File: src/rtl/qsub_pkg.sv
package qsub_pkg;

    localparam int QS_DATA_W = 8;
    localparam int QS_BYTES  = 10;
    localparam int QS_CNT_W  = 3;
    localparam int QS_PTR_W  = $clog2(QS_BYTES);
    localparam int QS_SEL_W  = 2;
    localparam int QS_NBANK  = 2;

    // bit of the start register that chooses current (1) or other (0) bank
    localparam int START_CUR_BIT = QS_DATA_W - 1;

    typedef enum logic [QS_SEL_W-1:0] {
        SEL_CFG   = 2'd0,
        SEL_START = 2'd1,
        SEL_DATA  = 2'd2,
        SEL_NONE  = 2'd3
    } reg_sel_e;

    typedef enum logic [1:0] {
        OS_IDLE   = 2'd0,
        OS_ARMED  = 2'd1,
        OS_INSERT = 2'd2
    } oneshot_e;

    // configuration register image, MSB first
    typedef struct packed {
        logic                sw_en;
        logic                os_busy;
        logic [QS_CNT_W-1:0] reload;
        logic [QS_CNT_W-1:0] count;
    } cfg_view_t;

    typedef struct packed {
        logic                 we;
        logic                 bank;
        logic [QS_PTR_W-1:0]  ptr;
        logic [QS_DATA_W-1:0] data;
    } mem_wr_t;

    function automatic logic [QS_PTR_W-1:0] ptr_advance(input logic [QS_PTR_W-1:0] p);
        logic [QS_PTR_W-1:0] last;
        last = QS_PTR_W'(QS_BYTES - 1);
        return (p >= last) ? '0 : p + 1'b1;
    endfunction

endpackage

File: src/rtl/qsub_bank_mem.sv
module qsub_bank_mem
    import qsub_pkg::*;
(
    input  logic                 clk,
    input  logic                 rst,
    input  mem_wr_t              wr,
    input  logic                 host_bank,
    input  logic [QS_PTR_W-1:0]  host_ptr,
    output logic [QS_DATA_W-1:0] host_q,
    input  logic                 out_bank,
    input  logic [QS_PTR_W-1:0]  out_idx,
    output logic [QS_DATA_W-1:0] out_q
);

    localparam int NPORT = 2;

    logic [QS_DATA_W-1:0] bank_q [QS_NBANK][QS_BYTES];

    always_ff @(posedge clk) begin
        if (rst) begin
            for (int b = 0; b < QS_NBANK; b++) begin
                for (int i = 0; i < QS_BYTES; i++) begin
                    bank_q[b][i] <= '0;
                end
            end
        end else if (wr.we && (32'(wr.ptr) < QS_BYTES)) begin
            bank_q[wr.bank][wr.ptr] <= wr.data;
        end
    end

    // two identical read ports: port 0 host side, port 1 output side
    for (genvar p = 0; p < NPORT; p++) begin : g_rport
        logic                 sel_bank;
        logic [QS_PTR_W-1:0]  sel_idx;
        logic [QS_DATA_W-1:0] q;

        assign sel_bank = (p == 0) ? host_bank : out_bank;
        assign sel_idx  = (p == 0) ? host_ptr  : out_idx;

        always_comb begin
            q = '0;
            if (32'(sel_idx) < QS_BYTES) begin
                q = bank_q[sel_bank][sel_idx];
            end
        end
    end

    assign host_q = g_rport[0].q;
    assign out_q  = g_rport[1].q;

endmodule

File: src/rtl/qsub_frame_ctrl.sv
module qsub_frame_ctrl
    import qsub_pkg::*;
(
    input  logic                 clk,
    input  logic                 rst,
    input  logic                 sync,
    input  logic                 cfg_we,
    input  logic [QS_DATA_W-1:0] cfg_wdata,
    output cfg_view_t            cfg_view,
    output logic                 base_bank,
    output logic                 serve_bank,
    output logic                 frame_start
);

    logic                sw_en_q;
    logic [QS_CNT_W-1:0] reload_q;
    logic [QS_CNT_W-1:0] count_q;
    logic                base_q;
    logic                fs_q;
    oneshot_e            os_q;
    oneshot_e            os_d;
    cfg_view_t           wr_view;
    logic                cnt_zero;
    logic                swap_now;

    assign wr_view  = cfg_view_t'(cfg_wdata);
    assign cnt_zero = (count_q == '0);
    assign swap_now = sync && sw_en_q && cnt_zero;

    always_comb begin
        os_d = os_q;
        if (sync) begin
            case (os_q)
                OS_ARMED:  os_d = OS_INSERT;
                OS_INSERT: os_d = OS_IDLE;
                default:   os_d = os_q;
            endcase
        end else if (cfg_we && wr_view.os_busy && (os_q == OS_IDLE)) begin
            os_d = OS_ARMED;
        end
    end

    always_ff @(posedge clk) begin
        if (rst) begin
            sw_en_q  <= 1'b0;
            reload_q <= '0;
            count_q  <= '0;
            base_q   <= 1'b0;
            fs_q     <= 1'b0;
            os_q     <= OS_IDLE;
        end else begin
            if (cfg_we) begin
                sw_en_q  <= wr_view.sw_en;
                reload_q <= wr_view.reload;
            end
            if (sync) begin
                count_q <= cnt_zero ? reload_q : count_q - 1'b1;
            end
            if (swap_now) begin
                base_q <= ~base_q;
            end
            os_q <= os_d;
            fs_q <= sync;
        end
    end

    assign cfg_view = '{
        sw_en:   sw_en_q,
        os_busy: (os_q != OS_IDLE),
        reload:  reload_q,
        count:   count_q
    };

    assign base_bank   = base_q;
    assign serve_bank  = base_q ^ (os_q == OS_INSERT);
    assign frame_start = fs_q;

endmodule

File: src/rtl/qsub_host_port.sv
module qsub_host_port
    import qsub_pkg::*;
(
    input  logic                 clk,
    input  logic                 rst,
    input  logic [QS_SEL_W-1:0]  addr,
    input  logic                 wr,
    input  logic                 rd,
    input  logic [QS_DATA_W-1:0] wdata,
    input  logic                 base_bank,
    input  cfg_view_t            cfg_view,
    input  logic [QS_DATA_W-1:0] mem_q,
    output logic                 cfg_we,
    output logic [QS_DATA_W-1:0] cfg_wdata,
    output mem_wr_t              mem_wr,
    output logic                 acc_bank,
    output logic [QS_PTR_W-1:0]  acc_ptr,
    output logic [QS_DATA_W-1:0] rdata
);

    reg_sel_e            sel;
    logic                start_we;
    logic                data_hit;
    logic                acc_bank_q;
    logic [QS_PTR_W-1:0] ptr_q;

    assign sel      = reg_sel_e'(addr);
    assign start_we = wr && (sel == SEL_START);
    assign data_hit = (wr || rd) && (sel == SEL_DATA);

    always_ff @(posedge clk) begin
        if (rst) begin
            acc_bank_q <= 1'b0;
            ptr_q      <= '0;
        end else if (start_we) begin
            acc_bank_q <= wdata[START_CUR_BIT] ? base_bank : ~base_bank;
            ptr_q      <= '0;
        end else if (data_hit) begin
            ptr_q <= ptr_advance(ptr_q);
        end
    end

    assign cfg_we    = wr && (sel == SEL_CFG);
    assign cfg_wdata = wdata;

    assign mem_wr = '{
        we:   wr && (sel == SEL_DATA),
        bank: acc_bank_q,
        ptr:  ptr_q,
        data: wdata
    };

    always_comb begin
        case (sel)
            SEL_CFG:  rdata = cfg_view;
            SEL_DATA: rdata = mem_q;
            default:  rdata = '0;
        endcase
    end

    assign acc_bank = acc_bank_q;
    assign acc_ptr  = ptr_q;

endmodule

File: src/rtl/qsub_bank_buffer.sv
module qsub_bank_buffer
    import qsub_pkg::*;
(
    input  logic                 clk,
    input  logic                 rst,
    input  logic [QS_SEL_W-1:0]  host_addr,
    input  logic                 host_wr,
    input  logic                 host_rd,
    input  logic [QS_DATA_W-1:0] host_wdata,
    output logic [QS_DATA_W-1:0] host_rdata,
    input  logic                 frame_sync,
    input  logic [QS_PTR_W-1:0]  out_idx,
    output logic [QS_DATA_W-1:0] out_data,
    output logic                 out_bank,
    output logic                 frame_start
);

    cfg_view_t            cfg_view;
    logic                 base_bank;
    logic                 serve_bank;
    logic                 cfg_we;
    logic [QS_DATA_W-1:0] cfg_wdata;
    mem_wr_t              mem_wr;
    logic                 acc_bank;
    logic [QS_PTR_W-1:0]  acc_ptr;
    logic [QS_DATA_W-1:0] mem_host_q;

    qsub_frame_ctrl u_frame (
        .clk         (clk),
        .rst         (rst),
        .sync        (frame_sync),
        .cfg_we      (cfg_we),
        .cfg_wdata   (cfg_wdata),
        .cfg_view    (cfg_view),
        .base_bank   (base_bank),
        .serve_bank  (serve_bank),
        .frame_start (frame_start)
    );

    qsub_host_port u_host (
        .clk       (clk),
        .rst       (rst),
        .addr      (host_addr),
        .wr        (host_wr),
        .rd        (host_rd),
        .wdata     (host_wdata),
        .base_bank (base_bank),
        .cfg_view  (cfg_view),
        .mem_q     (mem_host_q),
        .cfg_we    (cfg_we),
        .cfg_wdata (cfg_wdata),
        .mem_wr    (mem_wr),
        .acc_bank  (acc_bank),
        .acc_ptr   (acc_ptr),
        .rdata     (host_rdata)
    );

    qsub_bank_mem u_mem (
        .clk       (clk),
        .rst       (rst),
        .wr        (mem_wr),
        .host_bank (acc_bank),
        .host_ptr  (acc_ptr),
        .host_q    (mem_host_q),
        .out_bank  (serve_bank),
        .out_idx   (out_idx),
        .out_q     (out_data)
    );

    assign out_bank = serve_bank;

endmodule

File: config.mk
export PLATFORM = sky130hd
export DESIGN_NAME = qsub_bank_buffer
export DESIGN_NICKNAME = d
export VERILOG_FILES = /design/src/rtl/qsub_pkg.sv /design/src/rtl/qsub_bank_mem.sv /design/src/rtl/qsub_frame_ctrl.sv /design/src/rtl/qsub_host_port.sv /design/src/rtl/qsub_bank_buffer.sv
export SDC_FILE = /design/constraint.sdc
export NUM_CORES = 1
export LEC_CHECK = 0
export ABC_AREA = 1
export BUFFER_PORTS_ARGS = -buffer_cell sky130_fd_sc_hd__buf_2
export CAP_MARGIN = 10
export CORE_MARGIN = 2
export CORE_UTILIZATION = 55
export DETAILED_ROUTE_END_ITERATION = 7
export GPL_ROUTABILITY_DRIVEN = 0
export GPL_TIMING_DRIVEN = 0
export PLACE_DENSITY = 0.73
export SLEW_MARGIN = 40
export SYNTH_ARGS = -nofsm -noshare
export SYNTH_HDL_FRONTEND = slang
export SYNTH_SLANG_ARGS = --single-unit
File: constraint.sdc
create_clock -name clk -period 5 [get_ports clk]
set_input_delay 1 -clock clk [delete_from_list [all_inputs] [get_ports clk]]
set_output_delay 1 -clock clk [all_outputs]
set_load 0.02 [all_outputs]
==> flow_results.org, run 1 <==
** Status
- The flow ran to the end, and the final reports show no timing, DRC or antenna violations.

** CTS
- TritonCTS created 17 clock buffers.
- Clock tree buffer depth :: 2
- CTS placed an instance of clkbuf_16 at the clock tree root.
- Clock net sink count :: 177
- TritonCTS built the clock tree.
- Number of levels the H-tree was split into :: 4
- Post-cts hold buffer count :: 0
- After clock tree synthesis, the setup repair step added 0 buffers.
- CTS clock-pin slew for the worst setup and hold paths :: around 80 ps
- Post-CTS repair changed the size of 0 cells.
- Clock insertion delay at the later pin of the skew report :: roughly 450 ps

** Worst setup path
- STA classifies the critical path endpoint as a primary output.
- In this run the critical register-to-register path is launched from u_host.acc_ptr[1].
- FF-to-FF setup slack :: just over 800 ps
- The setup path with the least slack is of type in -> out.
- STA classifies the critical path startpoint as an input pin.
- For the worst setup path, the data arrival time is approximately 3200 ps.
- STA puts the critical path data required time at roughly 4000 ps.
- The worst register-to-register path ends at u_mem.bank_q[1][24].
- In this run the worst path has a maximum fanout of 10.
- R2r worst-path depth :: 11

** Hold path
- Counting instances, the worst hold path has a depth of 2.
- The path with the worst hold slack has its endpoint at u_frame.reload_q[2].
- Class of the worst hold path :: reg -> reg
- The startpoint identified for the worst hold timing path is u_frame.reload_q[2].

** Final layout
- Antenna cell count :: 0
- The top cell types in the final layout, fill and taps aside, are 233 x nand2_1, 211 x nor2_1, 160 x edfxtp_1, 147 x nand3_1, 118 x o21ai_0.
- Final Non-Filler Cells :: 1478
- Most common library cell in the layout ignoring fill and taps :: nand2_1
- Relative to the synthesized area, the layout overhead comes to 10.4%.
- Final cell area excluding filler cells :: 10700 um2
- Nets :: 1265
- Fraction of layout cells with a size suffix above 1 :: under 10%

** Drt
- DRT antenna net count :: 0
- Via total after detailed routing :: around 9000
- Before antenna repair, the detailed router went through 8 iterations.
- Vias per std cell :: around 6.3
- Wires add up to between 30000 and 40000 um.
- For this run, design rule violations remaining after detail routing come to 0.
- The detailed router finished its first iteration with about 1700 violations.
- After detailed routing, the average wire length per cell comes to 22.7 um.

** STA
- Headroom to the max-slew limit :: between 40% and 50%
- Dividing the final minimum period by the clock period gives approximately 85%.
- The worst path needs between 4000 and 5000 ps of the cycle, external delays included.
- At the pin with the least slew margin, the transition time is between 800 and 900 ps.
- For the final routed database, the setup TNS stands at 0 ps.
- For this run, the top clock speed supported by timing is 0.237 GHz.
- The number of hold violations in the final report is 0.
- Final Skew :: 8.98 ps
- Final setup violation count :: 0
- Setup repair after global routing left no endpoint under its margin.
- The number of pins with negative max-slew slack in the final report came to 0.

** Global route
- Gr usage total :: a little under two fifths
- Maximum number of pins on one net before global-route repair :: 18
- Number of antenna violations at the first check in global routing :: 0
- The number of global-route vias before repair was 8446.
- For met1 alone, demand over resource in global routing was 48.8%.
- Fraction of met3 tracks used by global routing :: 9.96%
- The first global-routing pass estimated 49600 um of wire.
- The total overflow left after global routing is 0.
- For this run, global-route usage on met2 was measured as between 50% and 60%.
- met2 is the most crowded layer.

** Synthesis
- Post-Synthesis Mean Instance Area :: around 8 um2
- Synthesized netlist cell count :: between 1000 and 1500
- Share of the yosys chip area belonging to registers :: between 50% and 60%
- Area of the mapped netlist :: 9740 um2
- Syn_nets :: 1212
- During synthesis, Yosys emitted a total of 0 warnings.
- Synthesis-stage register bit count :: roughly 180
- Synthesis instantiated 39 different standard cells from the library.

** Pwr
- Pwr dens :: approximately 330 nW/um2
- Switching power :: around 1.0 mW
- Total power draw :: approximately 3.5 mW
- Leakage :: about 4.5 nW
- In this run, the combinational gates consume between 10% and 20% of the power.
- Registers are responsible for roughly 50% of the overall power.
- Cell internal power was estimated by the tool at roughly 2.5 mW.
- Relative contribution of the clock network to total power :: a little under two fifths
- Switching share of total power :: between 20% and 30%
- Peak VDD IR :: roughly 300 uV

** Floorplanning
- The initial utilization of the core area, before any placement, comes to 56.3%.
- The floorplan step set the die height to ~140 um.
- The core region is 17300 um2.
- Die Outline Area :: approximately 19000 um2
- For this design the top-level I/O count stands at 37.
- Die extent in x :: ~140 um
- Total number of placement rows :: 48

** Run
- Max-cap check violation count :: 0

** Placed design
- Number of instances in the placed design :: about 1400
- The count of buffers added on input and output ports is 34.
- Cell area after placement :: about 10000 um2
- Detailed placement finished with a half-perimeter wire length of between 20000 and 25000 um.
-- power groups by stage --
stage / Combinational [mW] / Sequential, mW / Clock [mW]
final: 0.473 / 1.74 / 1.28
after global routing: 0.503 / 1.74 / 1.34
after CTS: 0.453 / 1.73 / 1.27
after detailed placement: 0.452 / 1.77 / 0
after global placement: 0.444 / 1.76 / 0
after floorplan: 0.287 / 1.75 / 0
-- area by class of cell --
cell class	instances	area, um2
Fill cell	1491	6550
Sequential cell	177	5140
Multi-Input combinational cell	833	3880
Clock buffer	18	429
Inverter	110	413
Buffer	67	315
Tap cell	225	282
Timing Repair Buffer	34	170
Clock inverter	14	118
-- sequential cells by signal, summed over array words and instances, names as in the netlist, named ones only --
register             count
u_frame.base_bank        1
u_frame.count_q          3
u_frame.frame_start      1
u_frame.os_q             2
u_frame.reload_q         3
u_frame.sw_en_q          1
u_host.acc_bank          1
u_host.acc_ptr           4
u_mem.bank_q           160
-- cells in the mapped netlist --
cell      number  share of area [%]
a211oi_1       1              0.077
a21oi_1       53                2.7
a22o_1         1              0.090
a31oi_1        1              0.064
a32o_1         1               0.10
buf_1          9               0.35
buf_2         15               0.77
buf_4          6               0.46
buf_6          1               0.12
buf_8          1               0.15
clkbuf_1      35                1.3
clkinv_1       8               0.31
dfxtp_1       17                3.5
edfxtp_1     160                 49
ha_1           6               0.77
inv_1        101                3.9
inv_2          1              0.039
nand2_1      233                9.0
nand2_2        1              0.064
nand3_1      147                7.6
nand3_2        7               0.72
nand3_4        4               0.72
nand3b_1       1              0.077
nand3b_2       1               0.12
nand4_1        2               0.13
nand4_2        1               0.13
nor2_1       215                8.3
nor2_2         2               0.13
nor3_1         5               0.26
o211ai_1      23                1.8
o211ai_2       1               0.13
o21ai_0      118                6.1
o21ai_1        2               0.10
o21ai_4        1               0.17
o22ai_1        1              0.064
o31ai_1        1              0.077
or2_2          1              0.064
xnor2_1        1              0.090
xor2_1         2               0.18
-- how the worst max path moves through the flow --
stage / start / endpoint
finish: out_idx[2] / out_data[7]
global route: out_idx[2] / out_data[7]
CTS: out_idx[2] / out_data[7]
detailed placement: out_idx[2] / out_data[7]
global placement: u_host.acc_ptr[1] / u_mem.bank_q[1][59]
floorplan: out_idx[1] / out_data[6]
-- routing by layer --
layer	vias up	share of wire, %
met5	-	0
met4	0	7.9
met3	170	15
met2	825	42
met1	4171	36
li1	4100	-
-- stage by stage --
| stage | hold slack (ps) | util [%] | setup slack [ps] |
|---|---|---|---|
| 5_1_grt | 531 | 62.1 | 765 |
| 6_report | 508 | 62.1 | 774 |
| 2_1_floorplan | 444 | - | 1910 |
| 4_1_cts | 508 | 62.1 | 961 |
| 3_3_place_gp | 486 | 58.9 | 958 |
| 3_5_place_dp | 484 | 59.0 | 961 |
-- worst max-delay path, stage by stage --
cell and delay (ps):
buf_2 170, nor2_1 560, inv_1 270, nor2_1 510
o21ai_0 340, nand2_1 190, buf_2 180
-- cells by family (layout without fill, tap and decap cells) --
kind of cell / Yosys count / after routing / synth area share, %
AO/OA/AOI/OAI: 204 / 204 / 11.4
XOR/XNOR: 3 / 3 / 0.270
adder cells (fa/ha/maj): 6 / 6 / 0.771
buffers and inverters: 177 / 243 / 7.44
flip-flops: 177 / 177 / 52.8
AND/OR/NAND/NOR: 620 / 620 / 27.2
No activity file was read; power rests on OpenSTA's default activity.
==> run 2: changes to the inputs <==
--- a/config.mk
+++ b/config.mk
@@ -13,7 +13,7 @@
 export DETAILED_ROUTE_END_ITERATION = 7
 export GPL_ROUTABILITY_DRIVEN = 0
 export GPL_TIMING_DRIVEN = 0
-export PLACE_DENSITY = 0.73
+export PLACE_DENSITY = 0.76
 export SLEW_MARGIN = 40
 export SYNTH_ARGS = -nofsm -noshare
 export SYNTH_HDL_FRONTEND = slang
==> constraint.sdc (replaced) <==
create_clock -name clk -period 3.5 [get_ports clk]
set_input_delay 0.7 -clock clk [delete_from_list [all_inputs] [get_ports clk]]
set_output_delay 0.7 -clock clk [all_outputs]
set_load 0.02 [all_outputs]
==> flow_results.org, run 2 (synthesis results as in run 1) <==
** Status
- The run finished with clean final reports.

** Floorplanning
- Height of the die :: 137 um (unchanged)
- Die Outline Area :: 18800 um2 (unchanged)
- The number of core rows is 48 (unchanged).
- The I/O pin count was 37 (unchanged).
- Initial core utilization :: 56.3% (unchanged)
- Die extent in x :: 137 um (unchanged)
- The placeable core area was 17300 um2 (unchanged).

** STA
- Post-route fraction of the period consumed by the critical path :: between 90 and 100%
- Post-route minimum period :: 3470 ps
- Unrepaired setup endpoints after global routing :: false
- Final setup violation count :: 0 (unchanged)
- The slew of the pin with the lowest slew margin came to 764 ps (-115 ps).
- The number of hold violations in the final report came to 0 (unchanged).
- Number of max-slew violations in the final report :: 0 (unchanged)
- Highest attainable clock frequency :: between 0.2 and 0.3 GHz
- Final Skew :: 11.6 ps (+2.63 ps)
- The final worst hold slack is 505 ps (-3.73 ps).
- The worst slew slack as a fraction of its limit came to 49.1% (+7.9 points).
- The aggregate negative setup slack was 0 ps (unchanged).
- The final worst setup slack is 28.7 ps (-746 ps).

** Pwr
- Peak VDD IR :: 377 uV (+25%)
- The power density over the cells was 464 nW/um2 (+43%).
- Total power draw :: 5.09 mW (+46%)
- Leakage :: 4.56 nW (+2.4%)

** Global route
- Global route overflow :: 0 (unchanged)
- Gr usage total :: 37.4% (+0.41 points)
- The initial antenna violation count came to 0 (unchanged).
- The maximum number of pins on one net before global-route repair is 18 (unchanged).
- The global-route wire length before repair was 50300 um (+1.3%).
- The number of global-route vias before repair is 8623 (+2.1%).

** Drt
- The post-detailed-route via-to-cell ratio came to 6.39 (+1.9%).
- The iteration count of the initial detailed-routing pass was 6 (-2).
- The wire length per cell was 22.9 um (+0.91%).
- DRT antenna net count :: 0 (unchanged)
- The DRC marker count from the first detailed-route iteration was 1779 (+5.9%).
- Post-Route WL :: 34000 um (+1.3%)
- The detailed-route via count was 9475 (+2.3%).
- The detailed-route DRC error count is 0 (unchanged).

** Worst setup path
- The highest fanout seen on the critical path is 10 (unchanged).
- Critical path origin :: out_idx[1]
- Worst Path Class, Setup :: in -> out
- The required time of the critical path came to 2800 ps (-1200 ps).
- Startpoint of the worst register-to-register path :: u_host.acc_ptr[1]
- Arrival time worst endpoint :: 2770 ps (-460 ps)
- STA classifies the critical path endpoint as a primary output.
- STA classifies the critical path startpoint as an input pin.

** Placed design
- The HPWL reported at the end of detailed placement came to 23200 um (-0.79%).
- The worst setup slack after placement is -496 ps (-1460 ps).
- Count of input and output buffers :: 34 (unchanged)

** Final layout
- From synthesis to final layout, the design area changed by 12.6%.
- The number of diodes added for antenna fixing is 0 (unchanged).
- The filler cell count in the final layout is 1449 (-2.8%).
- The post-route core utilization is 63.4% (+1.3 points).
- The fraction of layout cells with a size suffix above 1 came to 11.2% (+2.0 points).
- Largest register by flop count :: u_mem.bank_q
- The net total in the final layout was 1270 (+0.40%).
- Leaving out fill and tap cells, the most frequent cells in the layout are 232 x nand2_1, 206 x nor2_1, 160 x edfxtp_1, 147 x nand3_1, 118 x o21ai_0.
- Flip-flop count of the largest register after layout :: 160 (unchanged)
- Leaving out fill and tap cells, the most frequent cell in the layout is nand2_1.

** CTS
- The post-CTS clock slew at the launch and capture registers of the worst setup and hold paths came to 70 ps (about the same).
- TritonCTS built the clock tree.
- Clock tree buffer depth :: 2 (unchanged)
- Clock insertion delay at the later pin of the skew report :: 450 ps (about the same)
- Clock net sink count :: 177 (unchanged)
- The H-tree depth came to 4 (unchanged).
- Clock tree root driver cell :: clkbuf_16
- The hold buffer count at CTS was 0 (unchanged).
- TritonCTS buffer count :: 17 (unchanged)

** Hold path
- The worst hold path begins at frame_sync.
- Class of the worst hold path :: in -> reg

** Run
- Max-cap check violation count :: 0 (unchanged)
## run 2: cell count changes in the layout (fill, tap and decap cells not counted), sizes merged
cell | previous run | this run
inv | 112 | 110
bufinv | 0 | 1
clkbuf | 53 | 61
clkinv | 11 | 13
buf | 66 | 62
## run 2: area by class of cell
type,count,area [um2],share of cell area [%]
buffer,67,344,3.14
clock buffer,17,425,3.88
clock inverter,15,150,1.37
inverter,110,414,3.78
multi-input combinational,833,3940,35.9
sequential,177,5140,46.9
tap,225,282,2.57
timing repair buffer,39,270,2.46
## run 2: worst max-delay path, stage by stage
cell and delay (ps):
buf_2 220, clkinv_1 360, nor2_1 540, inv_1 230, a21oi_1 260, nor2_1 130
nand2_1 110, nand2_1 60, buf_2 160
## run 2: repair_timing
| action | CTS | global route |
|---|---|---|
| setup buffers | 3 | 2 |
| endpoints found under the setup margin | 161 | 222 |
| pin swaps | 4 | 2 |
| resized for setup | 17 | 28 |
## run 2: path summary, 6_finish.rpt
| kind | cells past startpoint | endpoint | slack (ps) |
|---|---|---|---|
| worst max-delay path | 9 | out_data[3] | 30 |
| worst min-delay path | 2 | u_frame.count_q[1] | 500 |
| worst max register to register | 11 | u_mem.bank_q[1][24] | 180 |
| worst min register to register | 2 | u_frame.count_q[0] | 510 |
## run 2: stage by stage
stage / instance area (um2) / instances
detailed placement: 10200 / 1446
global route: 11000 / 1483
floorplan: 9740 / 1187
finish: 11000 / 1483
global placement: 10200 / 1446
CTS: 10900 / 1481
## run 2: layer usage
layer	track usage, %	part of all wire, %
met1	48.5	35
met2	55.3	43
met5	0	0
met3	9.74	14
met4	24.7	8.1
## run 2: power by group
group | switching, mW | internal, mW
registers | 0.0644 | 2.42
clock network | 0.886 | 1.00
logic | 0.515 | 0.202
total | 1.46 | 3.62
==> run 3: changes to the inputs <==
--- a/config.mk
+++ b/config.mk
@@ -13,7 +13,7 @@
 export DETAILED_ROUTE_END_ITERATION = 7
 export GPL_ROUTABILITY_DRIVEN = 0
 export GPL_TIMING_DRIVEN = 0
-export PLACE_DENSITY = 0.76
+export PLACE_DENSITY = 0.73
 export SLEW_MARGIN = 40
 export SYNTH_ARGS = -nofsm -noshare
 export SYNTH_HDL_FRONTEND = slang
==> constraint.sdc (replaced) <==
create_clock -name clk -period 4.5 [get_ports clk]
set_input_delay 0.9 -clock clk [delete_from_list [all_inputs] [get_ports clk]]
set_output_delay 0.9 -clock clk [all_outputs]
set_load 0.02 [all_outputs]
==> flow_results.org, run 3 (synthesis results as in run 1) <==
** Worst setup path
- The highest fanout seen on the critical path was 11 (+1).
- Most Frequent Cell on Critical Path :: nand2_1
- Capture instance of the worst register-to-register path :: u_mem.bank_q[1][24]
- The arrival time at the worst endpoint was 4180 ps (+1410 ps).
- Worst Path Class, Setup :: reg -> reg
- The critical path goes through buf_2 -> clkinv_1 -> buf_1 -> ha_1 -> nand4_1 -> nand2_1 -> nand2_1 -> nand3_4 -> nand2_1 -> nand2_1 -> nor2_1.
- CP top delay family :: simple AND/OR/NAND/NOR gates
- Category of the worst setup path capture point :: flip-flop
- Combined buffer and inverter count along the critical path :: 3 (-1)
- The slowest stage of the critical path is the nor2_1 cell.
- The worst setup path is launched from a flip-flop.
- R2r worst-path depth :: 11 (unchanged)
- The required time of the critical path is 4570 ps (+1770 ps).
- FF-to-FF setup slack :: 390 ps (+210 ps)
- In this run the critical register-to-register path is launched from u_host.acc_ptr[1].
- Critical Path Max Stage Delay :: 750 ps (+210 ps)

** Drt
- The iteration count of the initial detailed-routing pass was 6 (unchanged).
- The detailed-route DRC error count is 0 (unchanged).
- The met2 wirelength from detailed routing is 14300 um (-3.0%).
- The total length of routed wires came to 33400 um (-1.7%).
- Detailed router's first-iteration violation count :: 1729 (-2.8%)
- Routed metal-1 wire length :: 12000 um (+2.3%)
- DRT antenna net count :: 0 (unchanged)
- The routed length on met3 was 4560 um (-3.8%).
- Average wire length per cell after detail routing :: 22.6 um (-1.3%)
- Vias per std cell :: 6.27 (-1.9%)
- DR top layer :: met4
- Via total after detailed routing :: 9262 (-2.2%)

** STA
- Static timing analysis puts the maximum clock frequency at between 0.2 and 0.25 GHz.
- Setup repair after global routing left no endpoint under its margin.
- Number of max-slew violations in the final report :: 0 (unchanged)
- The slew of the pin with the lowest slew margin is 872 ps (+108 ps).
- The worst slew slack as a fraction of its limit was 41.7% (-7.4 points).
- The worst path in the final design needs a cycle of a little over 4000 ps, including I/O delays and setup.
- The post-route clock skew came to 9.99 ps (-1.62 ps).
- Post-route fraction of the period consumed by the critical path :: 91.4%
- The number of hold violations in the final report came to 0 (unchanged).
- The aggregate negative setup slack was 0 ps (unchanged).
- Final setup violation count :: 0 (unchanged)

** Hold path
- Hold Crit Endpoint :: u_frame.count_q[0]
- Hold path startpoint :: u_frame.count_q[0]
- Number of cells traversed by the worst hold path :: 2 (unchanged)
- The worst hold path belongs to the class reg -> reg.

** Final layout
- Flip-flop count of the largest register after layout :: 160 (unchanged)
- Leaving out fill and tap cells, the most frequent cells in the layout are 233 x nand2_1, 211 x nor2_1, 160 x edfxtp_1, 147 x nand3_1, 118 x o21ai_0.
- The final non-filler cell area is 10700 um2 (-2.0%).
- Counting flops per register, the top entry is u_mem.bank_q.
- Fillcell total :: 1491 (+2.9%)
- The net total in the final layout was 1265 (-0.39%).
- The count of non-filler cells in the finished layout was 1478 (-0.34%).
- Final standard cell utilization of the core :: 62.1% (-1.3 points)
- Relative to the synthesized area, the layout overhead comes to 10.4%.
- Antenna cell count :: 0 (unchanged)
- The library cell used most frequently in the layout, excluding fill and tap cells, is nand2_1.
- The fraction of layout cells with a size suffix above 1 is 9.18% (-2.0 points).

** CTS
- CTS clock-pin slew for the worst setup and hold paths :: 70 ps (about the same)
- Number of instances resized during post-cts repair :: 0 (-17)
- The root buffer cell chosen for the clock tree is clkbuf_16.
- The CTS sink count is 177 (unchanged).
- TritonCTS built the clock tree.
- Post-cts hold buffer count :: 0 (unchanged)
- The number of buffers created by CTS was 17 (unchanged).
- The H-tree depth is 4 (unchanged).
- The number of setup buffers added after CTS was 0 (-3).
- The later-pin clock latency in the skew report came to 450 ps (about the same).
- The maximum count of clock buffers along a single path was 2 (unchanged).

** Run
- Max-cap check violation count :: 0 (unchanged)

** Pwr
- Total power draw :: 3.87 mW (-24%)
- Pwr dens :: 360 nW/um2 (-22%)
- The maximum vdd ir drop was 334 uV (-11%).
- Leakage :: 4.45 nW (-2.4%)

** Floorplanning
- Die Outline Area :: 18800 um2 (unchanged)
- The I/O pin count was 37 (unchanged).
- Total number of placement rows :: 48 (unchanged)
- Area of the placeable core :: 17300 um2 (unchanged)
- Height of the die :: 137 um (unchanged)
- Initial core utilization :: 56.3% (unchanged)
- The die span in x came to 137 um (unchanged).

** Status
- The run finished with clean final reports.

** Global route
- The maximum number of pins on one net before global-route repair was 18 (unchanged).
- The number of global-route vias before repair came to 8436 (-2.2%).
- Global route overflow :: 0 (unchanged)
- The initial antenna violation count is 0 (unchanged).
- The global-route wire length before repair was 49600 um (-1.3%).
- Gr usage total :: 37.0% (-0.41 points)

** Placed design
- Count of input and output buffers :: 34 (unchanged)
- The cell count after placement was 1446 (unchanged).
- Dpl hpwl :: 23400 um (+0.80%)
- Cell area after placement :: 10200 um2 (about the same)
[run 3: how the worst max path moves through the flow]
stage	end	start	cells past startpoint	slack (ps)
after global routing	u_mem.bank_q[1][20]	u_host.acc_ptr[1]	11	280
after detailed placement	u_mem.bank_q[1][45]	u_host.acc_ptr[1]	11	510
final	u_mem.bank_q[1][24]	u_host.acc_ptr[1]	11	390
after global placement	u_mem.bank_q[1][59]	u_host.acc_ptr[1]	11	460
after CTS	u_mem.bank_q[1][41]	u_host.acc_ptr[1]	11	500
after floorplan	out_data[6]	out_idx[1]	7	1610
[run 3: report_power, final]
part	internal (mW)	switching, mW	total, mW
registers	1.88	0.0487	1.93
clock network	0.727	0.692	1.42
logic	0.135	0.390	0.524
total	2.74	1.13	3.87
[run 3: per-layer routing]
| layer | up-vias | global-route usage [%] |
|---|---|---|
| li1 | 4096 | - |
| met1 | 4198 | 48.7 |
| met2 | 792 | 53.8 |
| met3 | 176 | 10.3 |
| met4 | 0 | 23.5 |
| met5 | - | 0 |
[run 3: worst min-delay path, cell delays in order (launching register included)]
cell     delay, ps
dfxtp_1        350
nand2_1         80
nand2_1         40
[run 3: metrics by stage]
step	setup WS, ps	hold WS, ps
2_1_floorplan	1610	444
4_1_cts	497	508
5_1_grt	285	531
3_5_place_dp	512	484
3_3_place_gp	458	486
6_report	389	509
[run 3: area by class of cell]
| type | count | area, um2 | share of cell area (%) |
|---|---|---|---|
| buffer | 67 | 315 | 2.93 |
| clock buffer | 18 | 429 | 3.99 |
| clock inverter | 14 | 118 | 1.09 |
| inverter | 110 | 413 | 3.84 |
| multi-input combinational | 833 | 3880 | 36.1 |
| sequential | 177 | 5140 | 47.9 |
| tap | 225 | 282 | 2.62 |
| timing repair buffer | 34 | 170 | 1.58 |
